$ cat config.mk
export PLATFORM = sky130hd
export DESIGN_NAME = spim_ctrl
export DESIGN_NICKNAME = d
export VERILOG_FILES = /design/src/rtl/spim_pkg.sv /design/src/rtl/spim_fifo.sv /design/src/rtl/spim_shift.sv /design/src/rtl/spim_ctrl.sv
export SDC_FILE = /design/constraint.sdc
export NUM_CORES = 1
export LEC_CHECK = 0
export ABC_AREA = 1
export BUFFER_PORTS_ARGS = -buffer_cell sky130_fd_sc_hd__buf_2
export CAP_MARGIN = 10
export CORE_ASPECT_RATIO = 0.7
export CORE_MARGIN = 2
export CORE_UTILIZATION = 40
export CTS_CLUSTER_DIAMETER = 120
export CTS_CLUSTER_SIZE = 10
export DETAILED_ROUTE_END_ITERATION = 12
export HOLD_SLACK_MARGIN = 0.12
export PLACE_DENSITY = 0.64
export SYNTH_ARGS = -nofsm -noshare
export SYNTH_HDL_FRONTEND = slang
export SYNTH_SLANG_ARGS = --single-unit
export TNS_END_PERCENT = 10
$ cat constraint.sdc
create_clock -name clk -period 2.9 [get_ports clk]
set_input_delay 0.58 -clock clk [delete_from_list [all_inputs] [get_ports clk]]
set_output_delay 0.58 -clock clk [all_outputs]
set_load 0.02 [all_outputs]
$ cat src/rtl/spim_pkg.sv
package spim_pkg;
  localparam logic [7:0] OFF_CTRL = 8'h60;
  localparam logic [7:0] OFF_STAT = 8'h64;
  localparam logic [7:0] OFF_TXD  = 8'h68;
  localparam logic [7:0] OFF_RXD  = 8'h6C;
  localparam logic [7:0] OFF_SSEL = 8'h70;

  localparam int CB_LOOP  = 0;
  localparam int CB_EN    = 1;
  localparam int CB_MST   = 2;
  localparam int CB_CPOL  = 3;
  localparam int CB_CPHA  = 4;
  localparam int CB_TXRST = 5;
  localparam int CB_RXRST = 6;
  localparam int CB_MANSS = 7;
  localparam int CB_HOLD  = 8;
  localparam int CB_LSBF  = 9;

  typedef struct packed {
    logic lsb_first;
    logic hold;
    logic man_ss;
    logic cpha;
    logic cpol;
    logic master;
    logic enable;
    logic loop;
  } ctrl_t;
endpackage

$ cat src/rtl/spim_fifo.sv
module spim_fifo #(
  parameter int W     = 8,
  parameter int DEPTH = 16
) (
  input  logic         clk,
  input  logic         rst,
  input  logic         flush,
  input  logic         push,
  input  logic [W-1:0] din,
  input  logic         pop,
  output logic [W-1:0] dout,
  output logic         empty,
  output logic         full
);
  localparam int AW = (DEPTH > 1) ? $clog2(DEPTH) : 1;
  localparam int CW = $clog2(DEPTH + 1);

  logic [W-1:0]  mem [DEPTH];
  logic [AW-1:0] wp, rp;
  logic [CW-1:0] cnt;
  logic          do_push, do_pop;

  assign empty   = (cnt == '0);
  assign full    = (cnt == CW'(DEPTH));
  assign do_push = push && !full && !flush;
  assign do_pop  = pop && !empty && !flush;
  assign dout    = mem[rp];

  always_ff @(posedge clk) begin
    if (do_push) mem[wp] <= din;
  end

  always_ff @(posedge clk) begin
    if (rst || flush) begin
      wp  <= '0;
      rp  <= '0;
      cnt <= '0;
    end else begin
      if (do_push) wp <= (wp == AW'(DEPTH - 1)) ? '0 : wp + 1'b1;
      if (do_pop)  rp <= (rp == AW'(DEPTH - 1)) ? '0 : rp + 1'b1;
      case ({do_push, do_pop})
        2'b10:   cnt <= cnt + 1'b1;
        2'b01:   cnt <= cnt - 1'b1;
        default: cnt <= cnt;
      endcase
    end
  end

  // a push into a full queue changes nothing
  assert_full_drop_R9: assert property (@(posedge clk) disable iff (rst)
    (push && full && !pop && !flush) |=> (cnt == $past(cnt)));

  // a flush leaves the queue empty
  assert_flush_empty_R12: assert property (@(posedge clk) disable iff (rst)
    flush |=> empty);
endmodule

$ cat src/rtl/spim_shift.sv
module spim_shift #(
  parameter int W   = 8,
  parameter int DIV = 2
) (
  input  logic         clk,
  input  logic         rst,
  input  logic         start,
  input  logic [W-1:0] word,
  input  logic         cpol,
  input  logic         cpha,
  input  logic         lsb_first,
  input  logic         loop,
  input  logic         miso,
  output logic         busy,
  output logic         done,
  output logic [W-1:0] rx_word,
  output logic         sclk,
  output logic         mosi
);
  localparam int CNTW  = (DIV > 1) ? $clog2(DIV) : 1;
  localparam int EW    = $clog2(2 * W);
  localparam int LASTE = 2 * W - 1;

  logic [CNTW-1:0] cnt;
  logic [EW-1:0]   eidx;
  logic [W-1:0]    tx_sh, rx_sh;
  logic            busy_q, done_q, sclk_q, mosi_q;
  logic            tick, lead, drive, samp, rx_in;

  function automatic logic pick(input logic [W-1:0] x, input logic lsb);
    return lsb ? x[0] : x[W-1];
  endfunction

  function automatic logic [W-1:0] adv(input logic [W-1:0] x, input logic lsb);
    return lsb ? (x >> 1) : (x << 1);
  endfunction

  assign tick  = busy_q && (cnt == CNTW'(DIV - 1));
  assign lead  = !eidx[0];
  assign drive = tick && (lead == cpha);
  assign samp  = tick && (lead != cpha);
  assign rx_in = loop ? mosi_q : miso;

  always_ff @(posedge clk) begin
    if (rst) begin
      busy_q <= 1'b0;
      done_q <= 1'b0;
      sclk_q <= 1'b0;
      mosi_q <= 1'b0;
      cnt    <= '0;
      eidx   <= '0;
      tx_sh  <= '0;
      rx_sh  <= '0;
    end else begin
      done_q <= 1'b0;
      if (!busy_q) begin
        sclk_q <= cpol;
        cnt    <= '0;
        eidx   <= '0;
        if (start) begin
          busy_q <= 1'b1;
          if (!cpha) begin
            mosi_q <= pick(word, lsb_first);
            tx_sh  <= adv(word, lsb_first);
          end else begin
            tx_sh  <= word;
          end
        end
      end else begin
        cnt <= tick ? '0 : cnt + 1'b1;
        if (tick) begin
          sclk_q <= ~sclk_q;
          eidx   <= eidx + 1'b1;
          if (drive) begin
            mosi_q <= pick(tx_sh, lsb_first);
            tx_sh  <= adv(tx_sh, lsb_first);
          end
          if (samp)
            rx_sh <= lsb_first ? {rx_in, rx_sh[W-1:1]} : {rx_sh[W-2:0], rx_in};
          if (eidx == EW'(LASTE)) begin
            busy_q <= 1'b0;
            done_q <= 1'b1;
          end
        end
      end
    end
  end

  assign busy    = busy_q;
  assign done    = done_q;
  assign rx_word = rx_sh;
  assign sclk    = sclk_q;
  assign mosi    = mosi_q;

  // an idle engine parks SCLK at the polarity level
  assert_idle_level_R6: assert property (@(posedge clk) disable iff (rst)
    (!busy_q && !$past(busy_q) && $stable(cpol)) |-> (sclk_q == cpol));

  // after the full edge count SCLK is back at its idle level
  assert_sclk_home_R13: assert property (@(posedge clk) disable iff (rst)
    (done_q && $stable(cpol)) |-> (sclk_q == cpol));
endmodule

$ cat src/rtl/spim_ctrl.sv
module spim_ctrl
  import spim_pkg::*;
#(
  parameter int WORD_W    = 8,
  parameter int DEPTH     = 16,
  parameter int NSEL      = 4,
  parameter int SCLK_HALF = 2,
  parameter int ADDR_W    = 8
) (
  input  logic              clk,
  input  logic              rst,
  input  logic              reg_wr,
  input  logic              reg_rd,
  input  logic [ADDR_W-1:0] reg_addr,
  input  logic [31:0]       reg_wdata,
  output logic [31:0]       reg_rdata,
  output logic              sclk,
  output logic              mosi,
  input  logic              miso,
  output logic [NSEL-1:0]   ss_n,
  output logic              rx_overrun
);
  ctrl_t            ctl;
  logic [NSEL-1:0]  ssr, ss_q;
  logic [31:0]      rdata_q;
  logic             ovr_q;
  logic             sel_ctrl, sel_stat, sel_txd, sel_rxd, sel_ssel;
  logic             tx_flush, rx_flush, tx_push, rx_pop;
  logic             tx_empty, tx_full, rx_empty, rx_full;
  logic [WORD_W-1:0] tx_dout, rx_dout, rx_word;
  logic             busy, done, start;
  logic             unused_wdata;

  assign unused_wdata = ^reg_wdata;

  assign sel_ctrl = (reg_addr == ADDR_W'(OFF_CTRL));
  assign sel_stat = (reg_addr == ADDR_W'(OFF_STAT));
  assign sel_txd  = (reg_addr == ADDR_W'(OFF_TXD));
  assign sel_rxd  = (reg_addr == ADDR_W'(OFF_RXD));
  assign sel_ssel = (reg_addr == ADDR_W'(OFF_SSEL));

  assign tx_flush = reg_wr && sel_ctrl && reg_wdata[CB_TXRST];
  assign rx_flush = reg_wr && sel_ctrl && reg_wdata[CB_RXRST];
  assign tx_push  = reg_wr && sel_txd;
  assign rx_pop   = reg_rd && sel_rxd;
  assign start    = !busy && ctl.enable && ctl.master && !ctl.hold && !tx_empty;

  always_ff @(posedge clk) begin
    if (rst) begin
      ctl      <= '0;
      ctl.hold <= 1'b1;
      ssr      <= '1;
    end else if (reg_wr) begin
      if (sel_ctrl) begin
        ctl.loop      <= reg_wdata[CB_LOOP];
        ctl.enable    <= reg_wdata[CB_EN];
        ctl.master    <= reg_wdata[CB_MST];
        ctl.cpol      <= reg_wdata[CB_CPOL];
        ctl.cpha      <= reg_wdata[CB_CPHA];
        ctl.man_ss    <= reg_wdata[CB_MANSS];
        ctl.hold      <= reg_wdata[CB_HOLD];
        ctl.lsb_first <= reg_wdata[CB_LSBF];
      end
      if (sel_ssel) ssr <= reg_wdata[NSEL-1:0];
    end
  end

  spim_fifo #(.W(WORD_W), .DEPTH(DEPTH)) u_txq (
    .clk(clk), .rst(rst), .flush(tx_flush), .push(tx_push),
    .din(reg_wdata[WORD_W-1:0]), .pop(start), .dout(tx_dout),
    .empty(tx_empty), .full(tx_full)
  );

  spim_fifo #(.W(WORD_W), .DEPTH(DEPTH)) u_rxq (
    .clk(clk), .rst(rst), .flush(rx_flush), .push(done),
    .din(rx_word), .pop(rx_pop), .dout(rx_dout),
    .empty(rx_empty), .full(rx_full)
  );

  spim_shift #(.W(WORD_W), .DIV(SCLK_HALF)) u_eng (
    .clk(clk), .rst(rst), .start(start), .word(tx_dout),
    .cpol(ctl.cpol), .cpha(ctl.cpha), .lsb_first(ctl.lsb_first),
    .loop(ctl.loop), .miso(miso), .busy(busy), .done(done),
    .rx_word(rx_word), .sclk(sclk), .mosi(mosi)
  );

  always_ff @(posedge clk) begin
    if (rst) begin
      rdata_q <= '0;
      ss_q    <= '1;
      ovr_q   <= 1'b0;
    end else begin
      ss_q  <= (ctl.man_ss || busy || start) ? ssr : '1;
      ovr_q <= done && rx_full;
      rdata_q <= '0;
      if (reg_rd) begin
        if (sel_ctrl)
          rdata_q <= {22'b0, ctl.lsb_first, ctl.hold, ctl.man_ss, 2'b00,
                      ctl.cpha, ctl.cpol, ctl.master, ctl.enable, ctl.loop};
        else if (sel_stat)
          rdata_q <= {27'b0, 1'b0, tx_full, tx_empty, rx_full, rx_empty};
        else if (sel_rxd)
          rdata_q <= rx_empty ? '0 : 32'(rx_dout);
        else if (sel_ssel)
          rdata_q <= {{(32 - NSEL){1'b1}}, ssr};
      end
    end
  end

  assign reg_rdata  = rdata_q;
  assign ss_n       = ss_q;
  assign rx_overrun = ovr_q;

  // a held transmitter never starts a word
  assert_hold_idle_R3: assert property (@(posedge clk) disable iff (rst)
    (ctl.hold && !busy) |=> !busy);

  // no shifting without both enable and master
  assert_gate_idle_R4: assert property (@(posedge clk) disable iff (rst)
    ((!ctl.enable || !ctl.master) && !busy) |=> !busy);

  // manual select drives the register value onto the pins
  assert_manual_ss_R8: assert property (@(posedge clk) disable iff (rst)
    ctl.man_ss |=> (ss_n == $past(ssr)));

  // the overrun pulse follows a completion into a full queue
  assert_overrun_src_R11: assert property (@(posedge clk) disable iff (rst)
    rx_overrun |-> ($past(rx_full) && $past(done)));

  // an empty receive read returns zero
  assert_empty_read_R10: assert property (@(posedge clk) disable iff (rst)
    (reg_rd && sel_rxd && rx_empty) |=> (reg_rdata == 32'd0));
endmodule

==> run_results.csv <==
group,metric,value,unit
synth,synth_warnings,0,
clocking,post_cts_buffers,0,
synth,ys_types,39,
pwr,p_leak,6.30,nW
setup_path,cp_max_fo,5,
clocking,path_clk_slew,0.06,ns
clocking,clockRootBuffer,"clkbuf_16",
routing,antenna_left,0,
routing,vias,10600,
pwr,ir_drop,0.349,mV
clocking,htreeDepth,2,
setup_path,start_kind,"flop",
min_path,hp-class,"in -> reg",
sta,tightest_slew,1.17,ns
floorplan,coreArea,0.0361,mm²
floorplan,die_area,0.0385,mm²
synth,yosys.area.top_type,"edfxtp_1",
synth,netlist.area_leader.share,0.521,
sta,fin_crit_sh,0.859,
clocking,tritoncts,"yes",
grt,grt_pass1_vias,9828,
routing,wl_per_cell,17.4,µm
routing,drt_pre_antenna_iters,7,
clocking,clock_path_buffers,3,
synth,synth-edff-count,256,
setup_path,cp-end-kind,"flop",
placement,pre_cts_ws,-0.0610,ns
clocking,ctsHoldBuffers,0,
sta,finalSetupViolations,0,
run,cap_violations,0,
synth,ys_seq_elements,343,
floorplan,ios,84,
sta,timing.final.ws_setup,0.410,ns
placement,portBuffers,61,
synth,async_reset_ff_frac,0,
sta,slew_viol_final,0,
synth,synth_fp_nets,1531,
finish,area_growth,14.1,%
synth,synth_ff_type,"edfxtp_1",
setup_path,slowest_stage,"nor4_1",
setup_path,crit_arrival,2.94,ns
clocking,postCtsResizedCells,0,
finish,layout-drive-gt1-share,0.113,
placement,hpwl,23200,µm
clocking,cts_sinks,343,
synth,synthTopCellsByArea,"edfxtp_1 52%, dfxtp_1 12%, nand2_1 7.6%",
grt,grt.overflow.total,0,
grt,grt_pass1_wl,55700,µm
finish,final_util,0.466,
grt,grtUsageTotal,0.188,
floorplan,start_util,0.408,
setup_path,critPathRequiredTime,3.35,ns
floorplan,rows,58,
synth,ys_seq_area_frac,0.639,
grt,grt_start_max_net_pins,68,
routing,drcViolationCount,0,
sta,fmax,402,MHz
setup_path,reg2reg_slack,0.41,ns
routing,via_per_inst,5.16,
finish,fillers,3343,
clocking,cts_inserted_buffers,40,
setup_path,crit_chain,"inv_1 -> nor4_1 -> nand2_1 -> inv_1 -> nand2_1 -> inv_2 -> ha_1 -> ha_1 -> a21o_1 -> a21oi_1 -> xor2_1 -> nand2_1 -> a21oi_1",
run_status,status,"completed",
sta,finalHoldViolations,0,
synth,postSynthCellCount,1467,
floorplan,die_h,165,µm
synth,synth_area_per_cell,10.1,µm²
sta,fin_crit,2.49,ns
setup_path,cpMostUsedCell,"nand2_1",
placement,place_congestion,0.868,
sta,rsz0062_at_grt,"false",
sta,finClkSkew,0.0158,ns
grt,antenna_found_initial,0,
setup_path,criticalPathCategory,"reg -> reg",
routing,drt_wl_total,35700,µm
setup_path,critical-path-max-stage-delay,0.35,ns
routing,first_iter_violations,1237,
clocking,clk_latency,0.52,ns
finish,fin_nets,1606,
floorplan,die_w,234,µm
synth,syn-cell-area,0.0148,mm²
sta,relSlewSlack,0.218,
pwr,powerDensity,586,mW/mm²
pwr,finalPower,9.87,mW
metal layers:
metal | track usage | share of wire | vias to the layer above
li1 | - | - | 5108
met4 | 0.0642 | 0.028 | 0
met3 | 0.0276 | 0.079 | 61
met1 | 0.295 | 0.48 | 4987
met5 | 0 | 0 | -
met2 | 0.263 | 0.41 | 448
cells in the mapped netlist (all sizes together), types with 14 or more instances:
cell type / number
nand2: 304
edfxtp: 256
inv: 159
nor2: 156
nand3: 134
o21ai: 115
dfxtp: 87
a21oi: 59
buf: 49
clkbuf: 32
o221ai: 24
ha: 18
o211ai: 14
layout make-up:
type | count | area [µm²] | share of cell area
inverters | 160 | 601 | 0.0357
clock inverters | 3 | 26.3 | 0.00156
well taps | 480 | 601 | 0.0357
clock buffers | 70 | 1130 | 0.0674
flip-flops and latches | 343 | 9430 | 0.560
repair buffers | 114 | 741 | 0.0440
multi-input cells | 883 | 4300 | 0.255
diodes | 1 | 2.50 | 0.000149
critical path: cells and delay by family, from the launching register on:
kind                     cells  cell delay, ns
buffers and inverters        3            0.24
XOR/XNOR                     1            0.17
AND/OR/NAND/NOR              4            0.62
flip-flops                   1            0.33
AO/OA/AOI/OAI                3            0.44
adder cells (fa/ha/maj)      2            0.61
sequential cells by signal, summed over array words and instances, names as in the netlist, 4 cells and up, named ones only:
register / cells
ctl: 8
reg_rdata: 11
ss_n: 4
ssr: 4
u_eng.eidx: 4
u_eng.rx_word: 8
u_eng.tx_sh: 8
u_rxq.cnt: 5
u_rxq.mem: 128
u_rxq.rp: 4
u_rxq.wp: 4
u_txq.cnt: 5
u_txq.mem: 128
u_txq.rp: 4
u_txq.wp: 4
power breakdown:
| group | internal [mW] | total [mW] | switching [mW] |
|---|---|---|---|
| logic | 0.0234 | 0.0994 | 0.0760 |
| registers | 5.24 | 5.24 | 0.000666 |
| clock network | 2.65 | 4.53 | 1.88 |
| total | 7.91 | 9.87 | 1.96 |
path summary, 6_finish.rpt:
path                  endpoint  cells after the start          from
hold / removal          ctl[6]                      3  reg_wdata[8]
hold reg to reg        ss_n[1]                      2        ssr[1]
setup / recovery  u_txq.cnt[4]                     13        ctl[1]
setup reg to reg  u_txq.cnt[4]                     13        ctl[1]
layout by cell type (no fill, tap or decap), types with 8 or more instances in the layout:
cell type  synthesis  routed
a21oi_1           59      59
buf_2             23      61
buf_4             25      50
clkbuf_1          31      29
clkbuf_16          0      41
dfxtp_1           87      85
edfxtp_1         256     256
ha_1              18      18
inv_1            153     153
nand2_1          299     299
nand3_1          132     132
nor2_1           152     152
nor3_1            11      11
o211ai_1          14      14
o21ai_0          113     113
o221ai_1          24      24
xnor2_1            8       8
xor2_1            10      10
stage by stage:
| stage | instance area (µm²) | setup TNS [ns] | std cells | hold slack [ns] |
|---|---|---|---|---|
| 2_1_floorplan | 14800 | 0 | 1467 | 0.411 |
| 5_1_grt | 16800 | 0 | 2053 | 0.332 |
| 3_3_place_gp | 15700 | 0 | 1980 | 0.454 |
| 3_5_place_dp | 15700 | -0.105 | 1980 | 0.445 |
| 4_1_cts | 16800 | 0 | 2053 | 0.321 |
| 6_report | 16800 | 0 | 2054 | 0.341 |
kinds of logic after synthesis:
group                      share of synthesized area
AOI/OAI and AO/OA                             0.0892
xor gates and xnor gates                      0.0107
adders and majority gates                     0.0166
DFF                                            0.639
muxes                                       0.000678
and+or+nand+nor                                0.174
buffers and inverters                         0.0697
No activity file was read; power rests on OpenSTA's default activity.
